==> src/rtl/xlt_pkg.sv <==
package xlt_pkg;
  localparam logic [1:0] KIND_FETCH = 2'd0;
  localparam logic [1:0] KIND_LOAD  = 2'd1;
  localparam logic [1:0] KIND_STORE = 2'd2;

  localparam logic [1:0] PRIV_USER  = 2'd0;
  localparam logic [1:0] PRIV_MACH  = 2'd3;

  // Kind 3 has no tag array of its own; it behaves as a load.
  function automatic logic [1:0] norm_kind(input logic [1:0] k);
    return (k == 2'd3) ? KIND_LOAD : k;
  endfunction

  // Effective privilege: data may borrow the previous level, bare forces machine.
  function automatic logic [1:0] eff_priv(input logic [1:0] kind,
                                          input logic [1:0] cur,
                                          input logic [1:0] prev,
                                          input logic mprv,
                                          input logic bare);
    logic [1:0] p;
    p = (kind != KIND_FETCH && mprv) ? prev : cur;
    if (bare) p = PRIV_MACH;
    return p;
  endfunction

  function automatic logic page_below(input logic [63:0] ppn, input logic [63:0] lim);
    return ppn < lim;
  endfunction
endpackage

==> src/rtl/xlt_mode_sel.sv <==
module xlt_mode_sel
  import xlt_pkg::*;
(
  input  logic [1:0] kind_i,
  input  logic [1:0] priv_cur_i,
  input  logic [1:0] priv_prev_i,
  input  logic       mprv_i,
  input  logic       bare_i,
  output logic       bypass_o,
  output logic       super_o
);
  logic [1:0] eff;

  always_comb begin
    eff      = eff_priv(kind_i, priv_cur_i, priv_prev_i, mprv_i, bare_i);
    bypass_o = (eff == PRIV_MACH);
    super_o  = (eff != PRIV_USER);
  end
endmodule

==> src/rtl/xlt_tag_bank.sv <==
module xlt_tag_bank #(
  parameter int ENTRIES = 8,
  parameter int VPN_W   = 20,
  parameter int KIND    = 0,
  localparam int IDX_W  = $clog2(ENTRIES)
) (
  input  logic             clk,
  input  logic             rst_n,
  input  logic             flush_i,
  input  logic [IDX_W-1:0] look_idx_i,
  input  logic [VPN_W-1:0] look_vpn_i,
  output logic             match_o,
  input  logic             upd_i,
  input  logic [IDX_W-1:0] upd_idx_i,
  input  logic [VPN_W-1:0] upd_vpn_i,
  input  logic [1:0]       upd_kind_i
);
  localparam logic [VPN_W-1:0] INVALID = '1;

  logic [VPN_W-1:0] tag_q [ENTRIES];
  logic             own;

  assign own     = (upd_kind_i == KIND[1:0]);
  assign match_o = (tag_q[look_idx_i] == look_vpn_i);

  always_ff @(posedge clk or negedge rst_n) begin
    if (!rst_n) begin
      for (int i = 0; i < ENTRIES; i++) tag_q[i] <= INVALID;
    end else if (flush_i) begin
      for (int i = 0; i < ENTRIES; i++) tag_q[i] <= INVALID;
    end else if (upd_i) begin
      if (own) tag_q[upd_idx_i] <= upd_vpn_i;
      else if (tag_q[upd_idx_i] != upd_vpn_i) tag_q[upd_idx_i] <= INVALID;
    end
  end

  // the filling kind's tag holds the new page number afterwards
  a_r3_own_tag_written: assert property (@(posedge clk) disable iff (!rst_n)
    upd_i && own && !flush_i |=> tag_q[$past(upd_idx_i)] == $past(upd_vpn_i));

  // other kinds end up either equal to the new page or invalid
  a_r3_other_tag_cleared: assert property (@(posedge clk) disable iff (!rst_n)
    upd_i && !own && !flush_i |=>
      (tag_q[$past(upd_idx_i)] == $past(upd_vpn_i)) || (tag_q[$past(upd_idx_i)] == INVALID));

  // flush leaves first and last slot invalid
  a_r4_flush_clears: assert property (@(posedge clk) disable iff (!rst_n)
    flush_i |=> tag_q[0] == INVALID && tag_q[ENTRIES-1] == INVALID);
endmodule

==> src/rtl/xlt_split_cache.sv <==
module xlt_split_cache
  import xlt_pkg::*;
#(
  parameter int ENTRIES   = 8,
  parameter int VA_W      = 32,
  parameter int PA_W      = 32,
  parameter int MEM_PAGES = 256,
  localparam int OFF_W    = 12,
  localparam int VPN_W    = VA_W - OFF_W,
  localparam int PPN_W    = PA_W - OFF_W,
  localparam int IDX_W    = $clog2(ENTRIES)
) (
  input  logic             clk,
  input  logic             rst_n,
  input  logic             flush_i,
  input  logic             req_valid_i,
  input  logic [1:0]       req_kind_i,
  input  logic [VA_W-1:0]  req_vaddr_i,
  input  logic [1:0]       priv_cur_i,
  input  logic [1:0]       priv_prev_i,
  input  logic             mprv_i,
  input  logic             bare_i,
  output logic             req_ready_o,
  output logic             hit_o,
  output logic [PA_W-1:0]  paddr_o,
  output logic             walk_req_o,
  output logic [VPN_W-1:0] walk_vpn_o,
  output logic [1:0]       walk_kind_o,
  output logic             walk_super_o,
  input  logic             walk_rsp_valid_i,
  input  logic [PPN_W-1:0] walk_rsp_ppn_i,
  input  logic             walk_rsp_fail_i,
  output logic             done_o,
  output logic             fault_o,
  output logic [1:0]       fault_kind_o
);
  logic             busy_q;
  logic [VPN_W-1:0] pend_vpn_q;
  logic [1:0]       pend_kind_q;
  logic             pend_super_q;
  logic [PPN_W-1:0] ppn_q [ENTRIES];
  logic             done_q, fault_q;
  logic [1:0]       fault_kind_q;

  logic [VPN_W-1:0] req_vpn;
  logic [IDX_W-1:0] req_idx;
  logic [1:0]       req_kind;
  logic [2:0]       kind_match;
  logic             sel_match;
  logic             bypass, super_lvl;

  // named internal events
  logic             miss_start, bypass_fin, walk_start, rsp_take;
  logic             fin_evt, fin_fail, fin_in_range, fill_ok, fault_evt;
  logic [VPN_W-1:0] fin_vpn;
  logic [1:0]       fin_kind;
  logic [PPN_W-1:0] fin_ppn;

  assign req_vpn  = req_vaddr_i[VA_W-1:OFF_W];
  assign req_idx  = req_vpn[IDX_W-1:0];
  assign req_kind = norm_kind(req_kind_i);

  xlt_mode_sel u_mode (
    .kind_i     (req_kind),
    .priv_cur_i (priv_cur_i),
    .priv_prev_i(priv_prev_i),
    .mprv_i     (mprv_i),
    .bare_i     (bare_i),
    .bypass_o   (bypass),
    .super_o    (super_lvl)
  );

  for (genvar k = 0; k < 3; k++) begin : g_bank
    xlt_tag_bank #(.ENTRIES(ENTRIES), .VPN_W(VPN_W), .KIND(k)) u_bank (
      .clk       (clk),
      .rst_n     (rst_n),
      .flush_i   (flush_i),
      .look_idx_i(req_idx),
      .look_vpn_i(req_vpn),
      .match_o   (kind_match[k]),
      .upd_i     (fill_ok),
      .upd_idx_i (fin_vpn[IDX_W-1:0]),
      .upd_vpn_i (fin_vpn),
      .upd_kind_i(fin_kind)
    );
  end

  always_comb begin
    sel_match    = kind_match[req_kind];
    hit_o        = req_valid_i && !busy_q && sel_match;
    paddr_o      = {ppn_q[req_idx], req_vaddr_i[OFF_W-1:0]};
    miss_start   = req_valid_i && !busy_q && !sel_match && !flush_i;
    bypass_fin   = miss_start && bypass;
    walk_start   = miss_start && !bypass;
    rsp_take     = busy_q && walk_rsp_valid_i && !flush_i;
    fin_evt      = bypass_fin || rsp_take;
    fin_vpn      = busy_q ? pend_vpn_q  : req_vpn;
    fin_kind     = busy_q ? pend_kind_q : req_kind;
    fin_ppn      = busy_q ? walk_rsp_ppn_i : PPN_W'(req_vpn);
    fin_fail     = busy_q && walk_rsp_fail_i;
    fin_in_range = page_below(64'(fin_ppn), 64'(MEM_PAGES));
    fill_ok      = fin_evt && !fin_fail && fin_in_range;
    fault_evt    = fin_evt && !fill_ok;
  end

  always_ff @(posedge clk or negedge rst_n) begin
    if (!rst_n) begin
      busy_q       <= 1'b0;
      pend_vpn_q   <= '0;
      pend_kind_q  <= KIND_FETCH;
      pend_super_q <= 1'b0;
      done_q       <= 1'b0;
      fault_q      <= 1'b0;
      fault_kind_q <= KIND_FETCH;
    end else begin
      done_q  <= fill_ok;
      fault_q <= fault_evt;
      if (fault_evt) fault_kind_q <= fin_kind;
      if (flush_i) busy_q <= 1'b0;
      else if (walk_start) begin
        busy_q       <= 1'b1;
        pend_vpn_q   <= req_vpn;
        pend_kind_q  <= req_kind;
        pend_super_q <= super_lvl;
      end else if (rsp_take) busy_q <= 1'b0;
    end
  end

  always_ff @(posedge clk) begin
    if (fill_ok) ppn_q[fin_vpn[IDX_W-1:0]] <= fin_ppn;
  end

  assign req_ready_o  = !busy_q;
  assign walk_req_o   = busy_q;
  assign walk_vpn_o   = pend_vpn_q;
  assign walk_kind_o  = pend_kind_q;
  assign walk_super_o = pend_super_q;
  assign done_o       = done_q;
  assign fault_o      = fault_q;
  assign fault_kind_o = fault_kind_q;

  // a bypassed miss finishes next cycle without touching the walker
  a_r6_bypass_no_walk: assert property (@(posedge clk) disable iff (!rst_n)
    bypass_fin |=> !walk_req_o && (done_o || fault_o));

  // request fields hold until the walker answers
  a_r7_walk_hold: assert property (@(posedge clk) disable iff (!rst_n)
    walk_req_o && !walk_rsp_valid_i && !flush_i |=>
      walk_req_o && $stable(walk_vpn_o) && $stable(walk_kind_o) && $stable(walk_super_o));

  // a failed walk becomes a fault of the pending kind
  a_r9_fail_faults: assert property (@(posedge clk) disable iff (!rst_n)
    walk_req_o && walk_rsp_valid_i && walk_rsp_fail_i && !flush_i |=>
      fault_o && !done_o && fault_kind_o == $past(walk_kind_o));

  // every hit lands inside physical memory
  a_r8_hit_in_memory: assert property (@(posedge clk) disable iff (!rst_n)
    hit_o |-> 64'(paddr_o[PA_W-1:OFF_W]) < 64'(MEM_PAGES));

  // flush drops a pending refill silently
  a_r4_flush_abort: assert property (@(posedge clk) disable iff (!rst_n)
    flush_i |=> !walk_req_o && !done_o && !fault_o);

  // busy blocks hits
  a_r11_busy_no_hit: assert property (@(posedge clk) disable iff (!rst_n)
    walk_req_o |-> !hit_o && !req_ready_o);
endmodule

==> config.mk <==
export PLATFORM = sky130hd
export DESIGN_NAME = xlt_split_cache
export DESIGN_NICKNAME = d
export VERILOG_FILES = /design/src/rtl/xlt_pkg.sv /design/src/rtl/xlt_mode_sel.sv /design/src/rtl/xlt_tag_bank.sv /design/src/rtl/xlt_split_cache.sv
export SDC_FILE = /design/constraint.sdc
export NUM_CORES = 2
export LEC_CHECK = 0
export BUFFER_PORTS_ARGS = -buffer_cell sky130_fd_sc_hd__buf_4
export CORE_MARGIN = 8
export CORE_UTILIZATION = 45
export DETAILED_ROUTE_END_ITERATION = 7
export GPL_TIMING_DRIVEN = 0
export PLACE_DENSITY = 0.71
export SYNTH_ARGS = -nofsm -noshare
export SYNTH_HDL_FRONTEND = slang
export SYNTH_SLANG_ARGS = --single-unit
==> constraint.sdc <==
create_clock -name clk -period 8.82 [get_ports clk]
set_input_delay 0.882 -clock clk [delete_from_list [all_inputs] [get_ports clk]]
set_output_delay 0.882 -clock clk [all_outputs]
set_load 0.01 [all_outputs]
==> implementation parameters <==
Parameter                              Value

Worst setup path
  Required time worst endpoint    9.35 ns
  Nature of the critical path startpoint    register
  Largest fanout on the critical path    10
  Worst r2r path cells    15
  Worst r2r src    walk_req_o$_DFFE_PN0P_
  WP data arrival    slightly below 9 ns
  Crit. End Element    register
  Crit path to    g_bank[0].u_bank.tag_q[38]$_DFFE_PN1P_
  Endpoint of the lowest-slack register-to-register path    g_bank[0].u_bank.tag_q[38]$_DFFE_PN1P_
  Start point of the critical path    walk_req_o$_DFFE_PN0P_
  Slack of the worst reg-to-reg path    0.67 ns
  Classification of the worst setup path    register to register

Logic synthesis
  Fraction of registers with async set/reset    0.7605
  Share of the synthesized netlist area taken by xor and xnor gates    0.02275
  Post-synthesis cell type count    97
  Number of warning messages in the yosys log    0
  Number of enable flip-flop cells after synthesis    160
  Mapped Cells    approximately 3,000
  Simple-gate share of the synthesized area    0.09121
  Top-area cell type share of the netlist area    0.3561
  Multiplexer share of the synthesized area    0.1205
  Combinational family with the most area after synthesis    compound AO/OA/AOI/OAI gates
  Library cell with the largest summed area after synthesis    dfstp_2
  Post-synthesis share of cell area spent on full adders, half adders and majority gates    0
  Most instantiated library cell after synthesis    dfstp_2
  Synthesized-area fraction occupied by ao, oa, aoi and oai cells    0.1970
  Commonest register cell after synthesis    dfstp_2
  Total nets after synthesis    about 3,100
  Most frequent cells after synthesis    dfstp_2 (480), nand2_1 (230), o22a_1 (177)
  Post-synth design cell area    approximately 35,000 µm²
  Top cells by area, synth    dfstp_2 (36%), edfxtp_1 (14%), mux4_2 (6.8%)
  Sequential fraction of the synthesis area    0.5115
  Synthesis-stage register bit count    roughly 670
  Syn avg cell area    11.72 µm²

Min path
  Min-delay src    walk_rsp_valid_i
  Worst hold path type    input port to register

Power
  Power density over the cells    between 150 and 200 nW/µm²
  Net load switching power    2.479 mW
  Net switching share of the total power    0.3057
  Portion of total power attributed to the clock network    0.427
  Fraction of power consumed by sequential logic    0.409
  Peak supply drop    ~0.00015 V
  Proportion of power drawn by combinational gates    0.164
  Final Power    8.108 mW
  Leakage power of the design    approximately 15 nW
  Int Power    around 5.6 mW

Floorplan
  Area enclosed by the die boundary    between 80,000 and 90,000 µm²
  Die outline height    296.5 µm
  Core Rows    between 100 and 150
  IO Count    around 130
  Core Box Area    about 78,000 µm²
  Die width    ~300 µm
  Starting density of the core    0.4513

STA
  RSZ-0062 raised after global routing    false
  Peak clock frequency supported by timing    about 120 MHz
  Crit share post-route    0.9245
  Worst slew margin relative to its limit    -0.03490
  Minimum setup slack in the final design    approximately 0.67 ns
  Final count of pins violating max slew    25
  Minimum clock period after layout    approximately 8.2 ns
  Final setup vio count    0
  Actual transition at the worst max-transition pin    between 1.5 and 2 ns
  Final Hold Vio Count    0
  Clock skew after layout    roughly 0.035 ns
  Post-route setup TNS    0 ns

Final layout
  Area delta synth->final    14.73%
  Final Core Density    0.5178
  Final std cell area, no fill    a little over 40,000 µm²
  Sequential cell area    ~18,000 µm²
  Number of nets at the end of the flow    3,289
  Share of layout cells above drive strength 1    0.3407
  Fill cell count    6,802
  Multi-input gate area    roughly 15,000 µm²

Global route
  Via count of the first global-routing pass    30,420
  Global-route congestion overflow total    0
  Overall track demand over capacity in global routing    0.4548
  Number of antenna violations at the first check in global routing    16
  Maximum number of pins on one net before global-route repair    between 100 and 150
  Wire length of the first global-routing pass    270,200 µm

Route
  Overall routed net length    203,200 µm
  Via density per instance    roughly 7.4
  DR vias    between 30,000 and 40,000
  Initial detailed-routing violation count    5,541
  Number of nets with antenna violations after detailed routing    0
  First-pass DRT Iterations    8
  Total DRC errors in the routed layout    8
  Wire length per cell    between 40 and 50 µm

Run
  Max capacitance violation total    3

Clock tree
  Clock Root Buffer    clkbuf_16
  Number of sinks handled by clock tree synthesis    668
  Reg clk slew, reported paths    0.06 ns
  Number of gates resized after CTS    0
  Buffers inserted by post-CTS timing repair    0
  Clock Tree Buf Depth    3
  Post-cts hold buffer count    0
  Number of buffers created by CTS    76
  Later-pin clock latency in the skew report    ~0.66 ns
  H-tree levels    3
  CTS tree    done

Place
  Number of port buffers    about 110
  Post-detail-place hpwl    around 150,000 µm
  Placed Instance Area    between 30,000 and 40,000 µm²
  Placer's final routability congestion estimate    1.085
  Setup slack at placement    1.465 ns

Status
  Failing checks    design-rule violations, max-capacitance violations, max-slew violations
  Result of the run    finished, violations left
-- power by group through the flow --
stage	logic [mW]	registers (mW)	clock network [mW]
floorplan	0.530	3.34	0
global placement	1.22	3.36	0
detailed placement	1.24	3.36	0
CTS	1.24	3.31	3.45
global route	1.30	3.32	3.57
finish	1.33	3.32	3.46
-- per-stage QoR --
| stage | hold slack, ns | cells |
|---|---|---|
| final | 0.4749 | 4347 |
| after global routing | 0.4769 | 4333 |
| after CTS | 0.4686 | 4329 |
| after detailed placement | 0.4685 | 4193 |
| after global placement | 0.4674 | 4176 |
| after floorplan | 0.4448 | 3021 |
-- sequential cells by signal, summed over array words and instances, names as in the netlist --
| signal | flops |
|---|---|
| done_o | 1 |
| fault_kind_o | 2 |
| fault_o | 1 |
| g_bank.u_bank.tag_q | 480 |
| ppn_q | 160 |
| walk_kind_o | 2 |
| walk_req_o | 1 |
| walk_super_o | 1 |
| walk_vpn_o | 20 |
-- logic make-up (layout without fill, tap and decap cells) --
| family | count (synthesis) | in the layout |
|---|---|---|
| compound gates | 962 | 962 |
| simple gates | 644 | 644 |
| other cells | 0 | 16 |
| mux | 283 | 283 |
| xor+xnor | 92 | 92 |
| flops | 668 | 668 |
| buf+inv | 372 | 632 |
-- worst max-delay path, cell delays in order, from the launching register on --
cell and delay [ns]:
dfrtp_1 0.74, buf_4 0.31, mux2i_2 0.88, nand2b_1 0.19
buf_2 0.42, buf_2 0.63, buf_2 0.66, nor2_1 0.11
o31ai_1 0.31, xnor2_1 0.31, a2111oi_1 1.16, nand4_1 0.75
buf_4 0.42, o21ai_2 0.43, buf_4 0.48, a22oi_1 0.16
-- metal layers --
| layer | wire [µm] | global-route usage | up-vias | part of all wire |
|---|---|---|---|---|
| li1 | - | - | 11970 | - |
| met1 | 73670 | 0.5584 | 16300 | 0.36 |
| met2 | 81400 | 0.6244 | 3002 | 0.40 |
| met3 | 30490 | 0.2199 | 819 | 0.15 |
| met4 | 17570 | 0.3130 | 10 | 0.086 |
| met5 | 104 | 0 | - | 0.00051 |
-- cells in the final DEF, fill, tap and decap left out, types with 31 or more instances in the layout --
| cell | synthesis | routed |
|---|---|---|
| nor4_1 | 31 | 31 |
| xnor2_1 | 47 | 47 |
| buf_2 | 78 | 78 |
| clkbuf_16 | 0 | 77 |
| a22oi_1 | 80 | 80 |
| o22a_1 | 177 | 177 |
| nor3_1 | 36 | 36 |
| xor2_1 | 45 | 45 |
| and2_1 | 46 | 46 |
| mux2i_1 | 115 | 108 |
| clkbuf_1 | 81 | 95 |
| a2bb2oi_1 | 120 | 120 |
| buf_6 | 38 | 41 |
| inv_1 | 96 | 96 |
| o22ai_1 | 164 | 164 |
| edfxtp_1 | 160 | 160 |
| mux2_2 | 45 | 45 |
| a21oi_1 | 169 | 168 |
| mux4_2 | 107 | 107 |
| a21o_1 | 35 | 35 |
| o21ai_0 | 59 | 59 |
| nor2_1 | 140 | 138 |
| dfstp_2 | 480 | 480 |
| buf_4 | 61 | 167 |
| nand2_1 | 230 | 230 |
-- layout make-up --
cell class | count | share of cell area
Buffer | 274 | 0.04068
Clock inverter | 25 | 0.01025
Timing Repair Buffer | 124 | 0.02743
Multi-Input combinational cell | 1981 | 0.3782
Sequential cell | 668 | 0.4459
Tap cell | 1050 | 0.03233
Inverter | 98 | 0.009053
Clock buffer | 111 | 0.05524
Antenna cell | 16 | 0.0009853
-- worst min path at each step --
stage                                        endpoint  slack, ns  depth (start not counted)
2_1_floorplan  g_bank[0].u_bank.tag_q[22]$_DFFE_PN1P_       0.44                          2
3_3_place_gp   g_bank[0].u_bank.tag_q[22]$_DFFE_PN1P_       0.47                          2
3_5_place_dp   g_bank[0].u_bank.tag_q[22]$_DFFE_PN1P_       0.47                          2
4_1_cts                        walk_req_o$_DFFE_PN0P_       0.47                          2
5_1_grt                        walk_req_o$_DFFE_PN0P_       0.48                          2
6_report                       walk_req_o$_DFFE_PN0P_       0.47                          2
Note: power is estimated with default switching activity, not from simulation.
